File: config.mk
export PLATFORM = sky130hd
export DESIGN_NAME = lvl_intc
export DESIGN_NICKNAME = d
export VERILOG_FILES = /design/src/rtl/lvl_intc_pkg.sv /design/src/rtl/lvl_intc_decode.sv /design/src/rtl/lvl_intc_capture.sv /design/src/rtl/lvl_intc_enable.sv /design/src/rtl/lvl_intc.sv
export SDC_FILE = /design/constraint.sdc
export NUM_CORES = 1
export LEC_CHECK = 0
export ABC_AREA = 1
export ABC_CLOCK_PERIOD_IN_PS = 2330
export CAP_MARGIN = 25
export CELL_PAD_IN_SITES_DETAIL_PLACEMENT = 0
export CELL_PAD_IN_SITES_GLOBAL_PLACEMENT = 1
export CORE_MARGIN = 8
export CORE_UTILIZATION = 33
export CTS_CLUSTER_DIAMETER = 120
export CTS_CLUSTER_SIZE = 24
export DETAILED_ROUTE_END_ITERATION = 16
export PLACE_DENSITY_LB_ADDON = 0.1
export SYNTH_ARGS = -nofsm -noshare
export SYNTH_HDL_FRONTEND = slang
export SYNTH_SLANG_ARGS = --single-unit
export TNS_END_PERCENT = 30
File: constraint.sdc
create_clock -name clk -period 2.33 [get_ports clk]
set_clock_uncertainty 0.1 [all_clocks]
set_input_delay 0.466 -clock clk [delete_from_list [all_inputs] [get_ports clk]]
set_output_delay 0.466 -clock clk [all_outputs]
set_load 0.05 [all_outputs]
File: src/rtl/lvl_intc_pkg.sv
package lvl_intc_pkg;

  localparam logic [31:0] OFS_TRIGCFG = 32'h00;
  localparam logic [31:0] OFS_ENABLE  = 32'h04;
  localparam logic [31:0] OFS_STATUS  = 32'h0C;
  localparam logic [31:0] OFS_CTRL    = 32'h14;

  typedef enum logic [1:0] {
    SEL_NONE   = 2'd0,
    SEL_ENABLE = 2'd1,
    SEL_STATUS = 2'd2,
    SEL_INERT  = 2'd3
  } reg_sel_e;

  // Classify a byte offset into the register it names.
  function automatic reg_sel_e classify(input logic [31:0] ofs);
    reg_sel_e s;
    if (ofs == OFS_ENABLE)                          s = SEL_ENABLE;
    else if (ofs == OFS_STATUS)                     s = SEL_STATUS;
    else if (ofs == OFS_TRIGCFG || ofs == OFS_CTRL) s = SEL_INERT;
    else                                            s = SEL_NONE;
    return s;
  endfunction

endpackage

File: src/rtl/lvl_intc_decode.sv
module lvl_intc_decode
  import lvl_intc_pkg::*;
#(
  parameter int unsigned ADDR_W = 8
) (
  input  logic              clk,
  input  logic              rst_n,
  input  logic [ADDR_W-1:0] addr,
  input  logic              wr,
  input  logic              rd,
  output logic              enable_we,
  output reg_sel_e          rd_sel
);

  logic [31:0] addr_ext;
  reg_sel_e    sel;

  always_comb begin
    addr_ext = '0;
    addr_ext[ADDR_W-1:0] = addr;
    sel = classify(addr_ext);
  end

  // Only the enable register accepts writes; inert offsets fall through.
  assign enable_we = wr && (sel == SEL_ENABLE);
  assign rd_sel    = rd ? sel : SEL_NONE;

  a_r7_single_target: assert property (@(posedge clk) disable iff (!rst_n)
    enable_we |-> (addr_ext == OFS_ENABLE) && wr);

endmodule

File: src/rtl/lvl_intc_capture.sv
module lvl_intc_capture #(
  parameter int unsigned N = 32
) (
  input  logic         clk,
  input  logic         rst_n,
  input  logic [N-1:0] req_i,
  output logic [N-1:0] status_q
);

  for (genvar i = 0; i < N; i++) begin : g_bit
    always_ff @(posedge clk or negedge rst_n) begin
      if (!rst_n) status_q[i] <= 1'b0;
      else        status_q[i] <= req_i[i];
    end
  end

  // Armed one edge after reset so that $past never reaches into reset.
  logic armed;
  always_ff @(posedge clk or negedge rst_n) begin
    if (!rst_n) armed <= 1'b0;
    else        armed <= 1'b1;
  end

  a_r1_tracks_level: assert property (@(posedge clk) disable iff (!rst_n)
    armed |-> status_q == $past(req_i));

  a_r8_status_reset: assert property (@(posedge clk)
    !rst_n |-> status_q == '0);

endmodule

File: src/rtl/lvl_intc_enable.sv
module lvl_intc_enable #(
  parameter int unsigned N = 32
) (
  input  logic         clk,
  input  logic         rst_n,
  input  logic         we,
  input  logic [31:0]  wdata,
  output logic [N-1:0] enable_q
);

  always_ff @(posedge clk or negedge rst_n) begin
    if (!rst_n)  enable_q <= '0;
    else if (we) enable_q <= wdata[N-1:0];
  end

  a_r3_full_replace: assert property (@(posedge clk) disable iff (!rst_n)
    we |=> enable_q == $past(wdata[N-1:0]));

  a_r7_hold_otherwise: assert property (@(posedge clk) disable iff (!rst_n)
    !we |=> $stable(enable_q));

endmodule

File: src/rtl/lvl_intc.sv
module lvl_intc
  import lvl_intc_pkg::*;
#(
  parameter int unsigned N      = 32,
  parameter int unsigned ADDR_W = 8
) (
  input  logic              clk,
  input  logic              rst_n,
  input  logic [ADDR_W-1:0] reg_addr,
  input  logic              reg_wr,
  input  logic [31:0]       reg_wdata,
  input  logic              reg_rd,
  output logic [31:0]       reg_rdata,
  input  logic [N-1:0]      irq_req_i,
  output logic              irq_o
);

  logic         enable_we;
  reg_sel_e     rd_sel;
  logic [N-1:0] status_q;
  logic [N-1:0] enable_q;
  logic [N-1:0] live_src;

  lvl_intc_decode #(.ADDR_W(ADDR_W)) u_dec (
    .clk(clk), .rst_n(rst_n), .addr(reg_addr), .wr(reg_wr), .rd(reg_rd),
    .enable_we(enable_we), .rd_sel(rd_sel)
  );

  lvl_intc_capture #(.N(N)) u_cap (
    .clk(clk), .rst_n(rst_n), .req_i(irq_req_i), .status_q(status_q)
  );

  lvl_intc_enable #(.N(N)) u_en (
    .clk(clk), .rst_n(rst_n), .we(enable_we), .wdata(reg_wdata),
    .enable_q(enable_q)
  );

  // Combination of enabled and requesting sources.
  assign live_src = enable_q & status_q;
  assign irq_o    = |live_src;

  always_comb begin
    reg_rdata = '0;
    case (rd_sel)
      SEL_ENABLE: reg_rdata[N-1:0] = enable_q;
      SEL_STATUS: reg_rdata[N-1:0] = status_q;
      default:    reg_rdata = '0;
    endcase
  end

  logic armed;
  always_ff @(posedge clk or negedge rst_n) begin
    if (!rst_n) armed <= 1'b0;
    else        armed <= 1'b1;
  end

  a_r2_needs_enabled_req: assert property (@(posedge clk) disable iff (!rst_n)
    (armed && irq_o) |-> |(enable_q & $past(irq_req_i)));

  a_r2_no_req_no_irq: assert property (@(posedge clk) disable iff (!rst_n)
    (armed && $past(irq_req_i) == '0) |-> !irq_o);

  a_r8_reset_quiet: assert property (@(posedge clk)
    !rst_n |-> !irq_o && enable_q == '0);

  a_r6_idle_read_zero: assert property (@(posedge clk) disable iff (!rst_n)
    !reg_rd |-> reg_rdata == '0);

endmodule

==> metrics.md, run 1 <==
| Metric | Value |
|---|---|
| Outcome | completed |
| Syn Nets | 424 |
| Critical path depth | 10 |
| WP data required | 1760 ps |
| Max stage delay on crit path | 190 ps |
| Clock Tree Buf Depth | 2 |
| Arr. time, crit path | 1680 ps |
| Worst-path clk slew | 70 ps |
| Core footprint | 8508 um^2 |
| Top-Level Pins | 109 |
| IO Port Bufs | 108 |
| Slew HR | 0.7539 |
| ANT nets after route | 0 |
| Initial Utilization | 0.3332 |
| Most Frequent Cell on Critical Path | buf_12 |
| Placed Area | 4365 um^2 |
| WHS Path Cells | 2 |
| # rows | 34 |
| Static Leakage | 2.534 nW |
| Nets | 551 |
| Placed Instances | 559 |
| CTS root buf | clkbuf_8 |
| Vias/cell | 4.474 |
| CP Cell Sequence | clkbuf_2 -> nor2_2 -> buf_4 -> nand3b_4 -> nor2_4 -> buf_6 -> buf_12 -> nand2_4 -> nand2_2 -> buf_12 |
| DIE WIDTH | 108.7 um |
| CP Capture Type | primary output |
| Max Freq | 445.3 MHz |
| Crit path buffers/inverters | 5 |
| Remaining Overflow, GRT | 0 |
| Global-route wire length before repair | 15170 um |
| Max Slew Vio Count | 0 |
| Layout cell share with drive strength beyond 1 | 0.2354 |
| Setup-failing EPs final | 0 |
| Hpwl dp | 6041 um |
| Routability Congestion | 0.7223 |
| Via Count | 2631 |
| TritonCTS clock tree | built |
| Synthesized area | 2835 um^2 |
| Critical path fanouts, max | 8 |
| Die Ht | 108.7 um |
| Clk sink count | 64 |
| Clk_lat worst skew | 340 ps |
| Maximum capacitance violations | 0 |
| Top delay family on crit path | buffers and inverters |
| Initial DRC count | 73 |
| Max VDD drop | 0.0002854 V |
| Initial DRT Pass Iterations | 4 |
| CTS Buf Count | 9 |
| Full die area | 11810 um^2 |
| Synth Warn # | 0 |
| All-Layer GR Usage | 0.1671 |
| Final worst slack | 84.52 ps |
| Cell variety after synth | 15 |
| Crit Path Class | input port to primary output |
| Register area share after synthesis | 0.5649 |
| Syn_area_per_cell | 8.147 um^2 |
| Crit share post-route | 0.9637 |
| Final core utilization | 0.5719 |
| Ant. Diodes | 0 |
| Setup WS pre-CTS | -125.8 ps |
| Largest net degree at the start of global routing | 53 |
| DRC errors left | 0 |
| Initial antenna violation count | 0 |
| RSZ-0062 raised after global routing | false |
| Total power | 2.374 mW |
| Reg2Reg Depth | 2 |
| Max stage delay cell, worst path | nor2_4 |
| Slew @ Worst Pin | 369.2 ps |
| Tightest Hold Check Type | flop to flop |
| Design area | 4866 um^2 |
| Final hold viol count | 0 |
| Hold WS | 399.0 ps |
| Vias in the first global route | 2943 |
| TNS Setup | 0 ps |
| H-Tree Depth | 3 |
| Non-Filler Instances | 588 |
| P&R area growth vs syn | 71.62% |
| Routed WL | 9230 um |
| PwrDens | 487.9 nW/um^2 |
| Final worst path period need | 2245 ps |
| Crit start category | input port |
| Routed len/inst | 15.70 um |
| Synthesized flop and latch total | 64 |
| Syn Inst Count | 348 |
==> cells in the mapped netlist <==
cell type | count | area, um^2
clkbuf_1 | 2 | 7.510
nor2_1 | 10 | 37.54
inv_4 | 1 | 6.260
nor2_4 | 1 | 11.26
buf_1 | 1 | 3.750
nand3_1 | 33 | 165.2
inv_1 | 1 | 3.750
buf_6 | 6 | 67.56
nand3b_4 | 1 | 20.02
dfrtp_1 | 64 | 1602
nand3_2 | 1 | 10.01
nand2_1 | 216 | 810.8
buf_4 | 6 | 45.04
nor2_2 | 4 | 25.02
nor2_8 | 1 | 20.02
==> cells in the final DEF (no fill, tap or decap), drive strengths merged, types with 16 or more instances in the layout <==
| cell | n |
|---|---|
| buf | 54 |
| clkbuf | 18 |
| clkdlybuf4s50 | 65 |
| dfrtp | 64 |
| nand2 | 216 |
| nand3 | 34 |
| nor2 | 16 |
==> worst paths after layout <==
| check | start | slack [ps] | to |
|---|---|---|---|
| worst max register to register | u_en.enable_q[15] | 1560 | u_en.enable_q[15] |
| worst min register to register | u_en.enable_q[21] | 400 | u_en.enable_q[21] |
| worst min-delay path | u_en.enable_q[21] | 400 | u_en.enable_q[21] |
| max in group asynchronous | rst_n | 1090 | u_cap.status_q[30] |
| worst max-delay path | reg_addr[4] | 80 | reg_rdata[7] |
| min in group asynchronous | rst_n | 450 | u_cap.status_q[27] |
==> routing by layer <==
layer	part of all wire	track usage	vias to the layer above	wire, um
met1	0.40	0.1961	1222	3719
li1	-	-	1334	-
met5	0	0	-	0
met2	0.52	0.2934	70	4842
met4	0.0062	0.03226	0	57
met3	0.066	0.05378	5	612
==> report_power, final <==
group | internal (mW) | leakage, nW | switching (mW)
clock network | 0.444 | 0.0886 | 0.432
registers | 1.17 | 0.814 | 0.0401
logic | 0.160 | 1.63 | 0.133
==> state kept, by name, indices dropped and copies added, names as in the netlist <==
| signal | cells |
|---|---|
| u_cap.status_q | 32 |
| u_en.enable_q | 32 |
==> logic make-up (layout without fill, tap and decap cells) <==
family                 count (synthesis)  in the layout  share of synthesized area
AND/OR/NAND/NOR                      267            267                     0.3879
flip-flops                            64             64                     0.5649
buffers and inverters                 17            149                    0.04722
==> cell type report <==
cell class,instances,area (um^2)
tap,108,135.1
clock buffer,12,155.1
multi-input combinational,267,1252
inverter,2,10.01
clock inverter,4,28.78
timing repair buffer,131,1683
sequential,64,1602
fill,776,3642
==> worst min-delay path, stage by stage, from the launching register on <==
cell and delay (ps):
dfrtp_1 360, nand2_1 60, nand2_1 50
==> repair_timing <==
action,4_1_cts,5_1_grt
gates cloned,4,0
pin swaps,1,15
gates resized for setup,26,41
setup buffers,6,2
hold buffers,1,0
setup endpoints to repair,32,32
hold endpoints to repair,12,0
Note: power is estimated with default switching activity, not from simulation.
==> run 2: changes to the inputs <==
--- a/config.mk
+++ b/config.mk
@@ -11,12 +11,14 @@
 export CELL_PAD_IN_SITES_DETAIL_PLACEMENT = 0
 export CELL_PAD_IN_SITES_GLOBAL_PLACEMENT = 1
 export CORE_MARGIN = 8
-export CORE_UTILIZATION = 33
+export CORE_UTILIZATION = 35
 export CTS_CLUSTER_DIAMETER = 120
 export CTS_CLUSTER_SIZE = 24
 export DETAILED_ROUTE_END_ITERATION = 16
+export HOLD_SLACK_MARGIN = 0.02
 export PLACE_DENSITY_LB_ADDON = 0.1
 export SYNTH_ARGS = -nofsm -noshare
 export SYNTH_HDL_FRONTEND = slang
+export SYNTH_HIERARCHICAL = 1
 export SYNTH_SLANG_ARGS = --single-unit
 export TNS_END_PERCENT = 30
==> run 2 against run 1 <==
The run now ends with negative setup slack left; power up 6.5%; routed wire length up 1.9%; clock power up 18%; critical endpoint is now reg_rdata[14].
==> metrics.md, run 2 <==
| Metric | Value |
|---|---|
| IO Port Bufs | 108 |
| CP Capture Type | primary output |
| Initial Utilization | 0.3570 |
| Syn Inst Count | 373 |
| Max stage delay cell, worst path | ha_4 |
| Count leader, synth | nand2_1 |
| Crit path buffers/inverters | 6 |
| Crit share post-route | 1.091 |
| RSZ-0062 raised after global routing | true |
| Max Slew Vio Count | 0 |
| PwrDens | 467.4 nW/um^2 |
| H-Tree Depth | 3 |
| Slew HR | 0.7620 |
| Vias in the first global route | 3091 |
| Setup-failing EPs final | 32 |
| CTS Hold Bufs | 0 |
| Via Count | 2811 |
| Slew @ Worst Pin | 356.9 ps |
| CP Launch Point | reg_addr[6] |
| Syn Nets | 451 |
| Reg2Reg Depth | 2 |
| Largest net degree at the start of global routing | 65 |
| Top-Level Pins | 109 |
| Commonest non-fill, non-tap cell in the layout | nand2_1 |
| Full die area | 12070 um^2 |
| Arr. time, crit path | 1980 ps |
| Ant. Diodes | 0 |
| Yosys top cell area share | 0.5195 |
| Routed WL | 9403 um |
| Tightest Hold Check Type | input port to asynchronous set/reset pin |
| Most frequent cells in the layout | nand2_1 (182), clkdlybuf4s50_1 (65), dfrtp_1 (64) |
| Final worst slack | -212.0 ps |
| Regs by FF count | u_cap/status_q (32), u_en/enable_q (32) |
| CTS root buf | clkbuf_8 |
| Largest cells by area after synthesis | dfrtp_1 (52%), nand2_1 (26%), a21oi_2 (8.2%), nand2_2 (2.4%), buf_6 (2.2%) |
| Clk_lat worst skew | 330 ps |
| Hpwl dp | 6659 um |
| Placed Area | 4897 um^2 |
| WP data required | 1760 ps |
| Initial DRC count | 86 |
| Max stage delay on crit path | 210 ps |
| Maximum capacitance violations | 0 |
| Design area | 5410 um^2 |
| Die Ht | 109.9 um |
| Commonest cells post-synth | nand2_1 (214), dfrtp_1 (64), a21oi_2 (29) |
| Cell variety after synth | 19 |
| Synth Warn # | 6 |
| R2R Path End | u_en/enable_q[25] |
| Syn_area_per_cell | 8.265 um^2 |
| Critical path depth | 14 |
| DRC errors left | 0 |
| Routed len/inst | 15.31 um |
| End of the critical path | reg_rdata[14] |
| Ys async rst share | 1.000 |
| Routability Congestion | 0.7666 |
| Failing checks | negative setup slack |
| Max Freq | 393.4 MHz |
| Core footprint | 8636 um^2 |
| Outcome | finished, violations left |
| Largest area contributor in the netlist | dfrtp_1 |
| R2r startpoint | u_en/enable_q[25] |
| Global-route wire length before repair | 14850 um |
| Crit start category | input port |
| CTS Buf Count | 9 |
| Worst-path clk slew | 70 ps |
| All-Layer GR Usage | 0.1606 |
| R2r setup slk | 1570 ps |
| Clock Tree Buf Depth | 2 |
| Layout cell share with drive strength beyond 1 | 0.3498 |
| P&R area growth vs syn | 75.49% |
| Critical path fanouts, max | 7 |
| ANT nets after route | 0 |
| TritonCTS clock tree | built |
| DIE WIDTH | 109.9 um |
| Non-Filler Instances | 614 |
| Vias/cell | 4.578 |
| Crit Path Class | input port to primary output |
| CP Cell Sequence | buf_6 -> inv_4 -> nand2_4 -> nor2_4 -> nand2_2 -> nand3_2 -> nand2_2 -> inv_2 -> buf_6 -> ha_4 -> clkbuf_16 -> nand2_4 -> a21oi_4 -> buf_12 |
| Initial antenna violation count | 0 |
| Max VDD drop | 0.0003059 V |
| Static Leakage | 2.348 nW |
| Nets | 579 |
| Top delay family on crit path | buffers and inverters |
| Final worst path period need | 2542 ps |
| Initial DRT Pass Iterations | 4 |
| Synthesized area | 3083 um^2 |
| Clk sink count | 64 |
| Synthesized flop and latch total | 64 |
| Remaining Overflow, GRT | 0 |
| Total power | 2.529 mW |
| Final core utilization | 0.6265 |
| Register area share after synthesis | 0.5195 |
| Final hold viol count | 0 |
| Post-synth EDFFs | 0 |
| Ys flop type | dfrtp_1 |
| Placed Instances | 589 |
| # rows | 34 |
## run 2: cell types whose count changed in the layout (fill, tap and decap cells not counted), moves of 9 or more
cell / before / now
nand2_2: 12 / 39
nand2_4: 14 / 5
nand3_1: 32 / 1
a21oi_4: 0 / 32
buf_6: 1 / 11
## run 2: per-layer routing
metal / vias up / global-route usage / routed length, um
met1: 1325 / 0.1882 / 3947
li1: 1402 / - / -
met2: 71 / 0.2744 / 4718
met3: 13 / 0.04455 / 583
met4: 0 / 0.05786 / 153
met5: - / 0 / 0
## run 2: worst register-to-register path, cell delays in order, from the launching register on
cell	delay, ps
dfrtp_1	400
nand2_1	90
nand2_1	60
## run 2: how the worst min path moves through the flow
| stage | startpoint | end | slack [ps] |
|---|---|---|---|
| finish | rst_n | u_en/enable_q[30] | 10 |
| global route | rst_n | u_cap/status_q[31] | 50 |
| CTS | rst_n | u_en/enable_q[30] | 40 |
| detailed placement | u_en/enable_q[16] | u_en/enable_q[16] | 380 |
| global placement | u_en/enable_q[14] | u_en/enable_q[14] | 380 |
| floorplan | rst_n | u_cap/status_q[0] | 70 |
## run 2: area by class of cell
cell class              count  area [um^2]
clock buffers              10        127.6
clock inverters             6        83.83
fillers                   721         3226
inverters                  14        65.06
multi-input cells         279         1665
flip-flops and latches     64         1602
well taps                 108        135.1
repair buffers            133         1732
## run 2: kinds of logic (layout without fill, tap and decap cells)
logic type / count (synthesis) / in the layout / synth area share
adders and majority gates: 2 / 2 / 0.008116
buffers and inverters: 30 / 163 / 0.07183
and+or+nand+nor: 244 / 244 / 0.3109
AOI/OAI and AO/OA: 33 / 33 / 0.08969
DFF: 64 / 64 / 0.5195
## run 2: what timing repair did
item,CTS,global route
endpoints found under the setup margin,32,32
gates cloned,3,2
setup buffers,6,1
pin swaps,18,29
resized for setup,74,34
## run 2: power breakdown
part	internal [mW]	switching (mW)
Clock	0.599	0.430
Sequential	1.17	0.0410
Combinational	0.162	0.132
Total	1.93	0.603
## run 2: stage by stage
stage	hold WS, ps	TNS [ps]	setup WS (ps)
2_1_floorplan	70.41	-133.5	-5.903
3_3_place_gp	377.7	-16560	-563.7
3_5_place_dp	380.8	-18000	-621.6
4_1_cts	40.50	-5432	-200.4
5_1_grt	54.89	-8075	-292.7
6_report	11.94	-5384	-212.0
==> run 3: changes to the inputs <==
--- a/config.mk
+++ b/config.mk
@@ -7,7 +7,7 @@
 export LEC_CHECK = 0
 export ABC_AREA = 1
 export ABC_CLOCK_PERIOD_IN_PS = 2330
-export CAP_MARGIN = 25
+export CAP_MARGIN = 10
 export CELL_PAD_IN_SITES_DETAIL_PLACEMENT = 0
 export CELL_PAD_IN_SITES_GLOBAL_PLACEMENT = 1
 export CORE_MARGIN = 8
==> results of run 3 <==
Same layout as run 2: the final DEF is identical, and so are final timing and power.
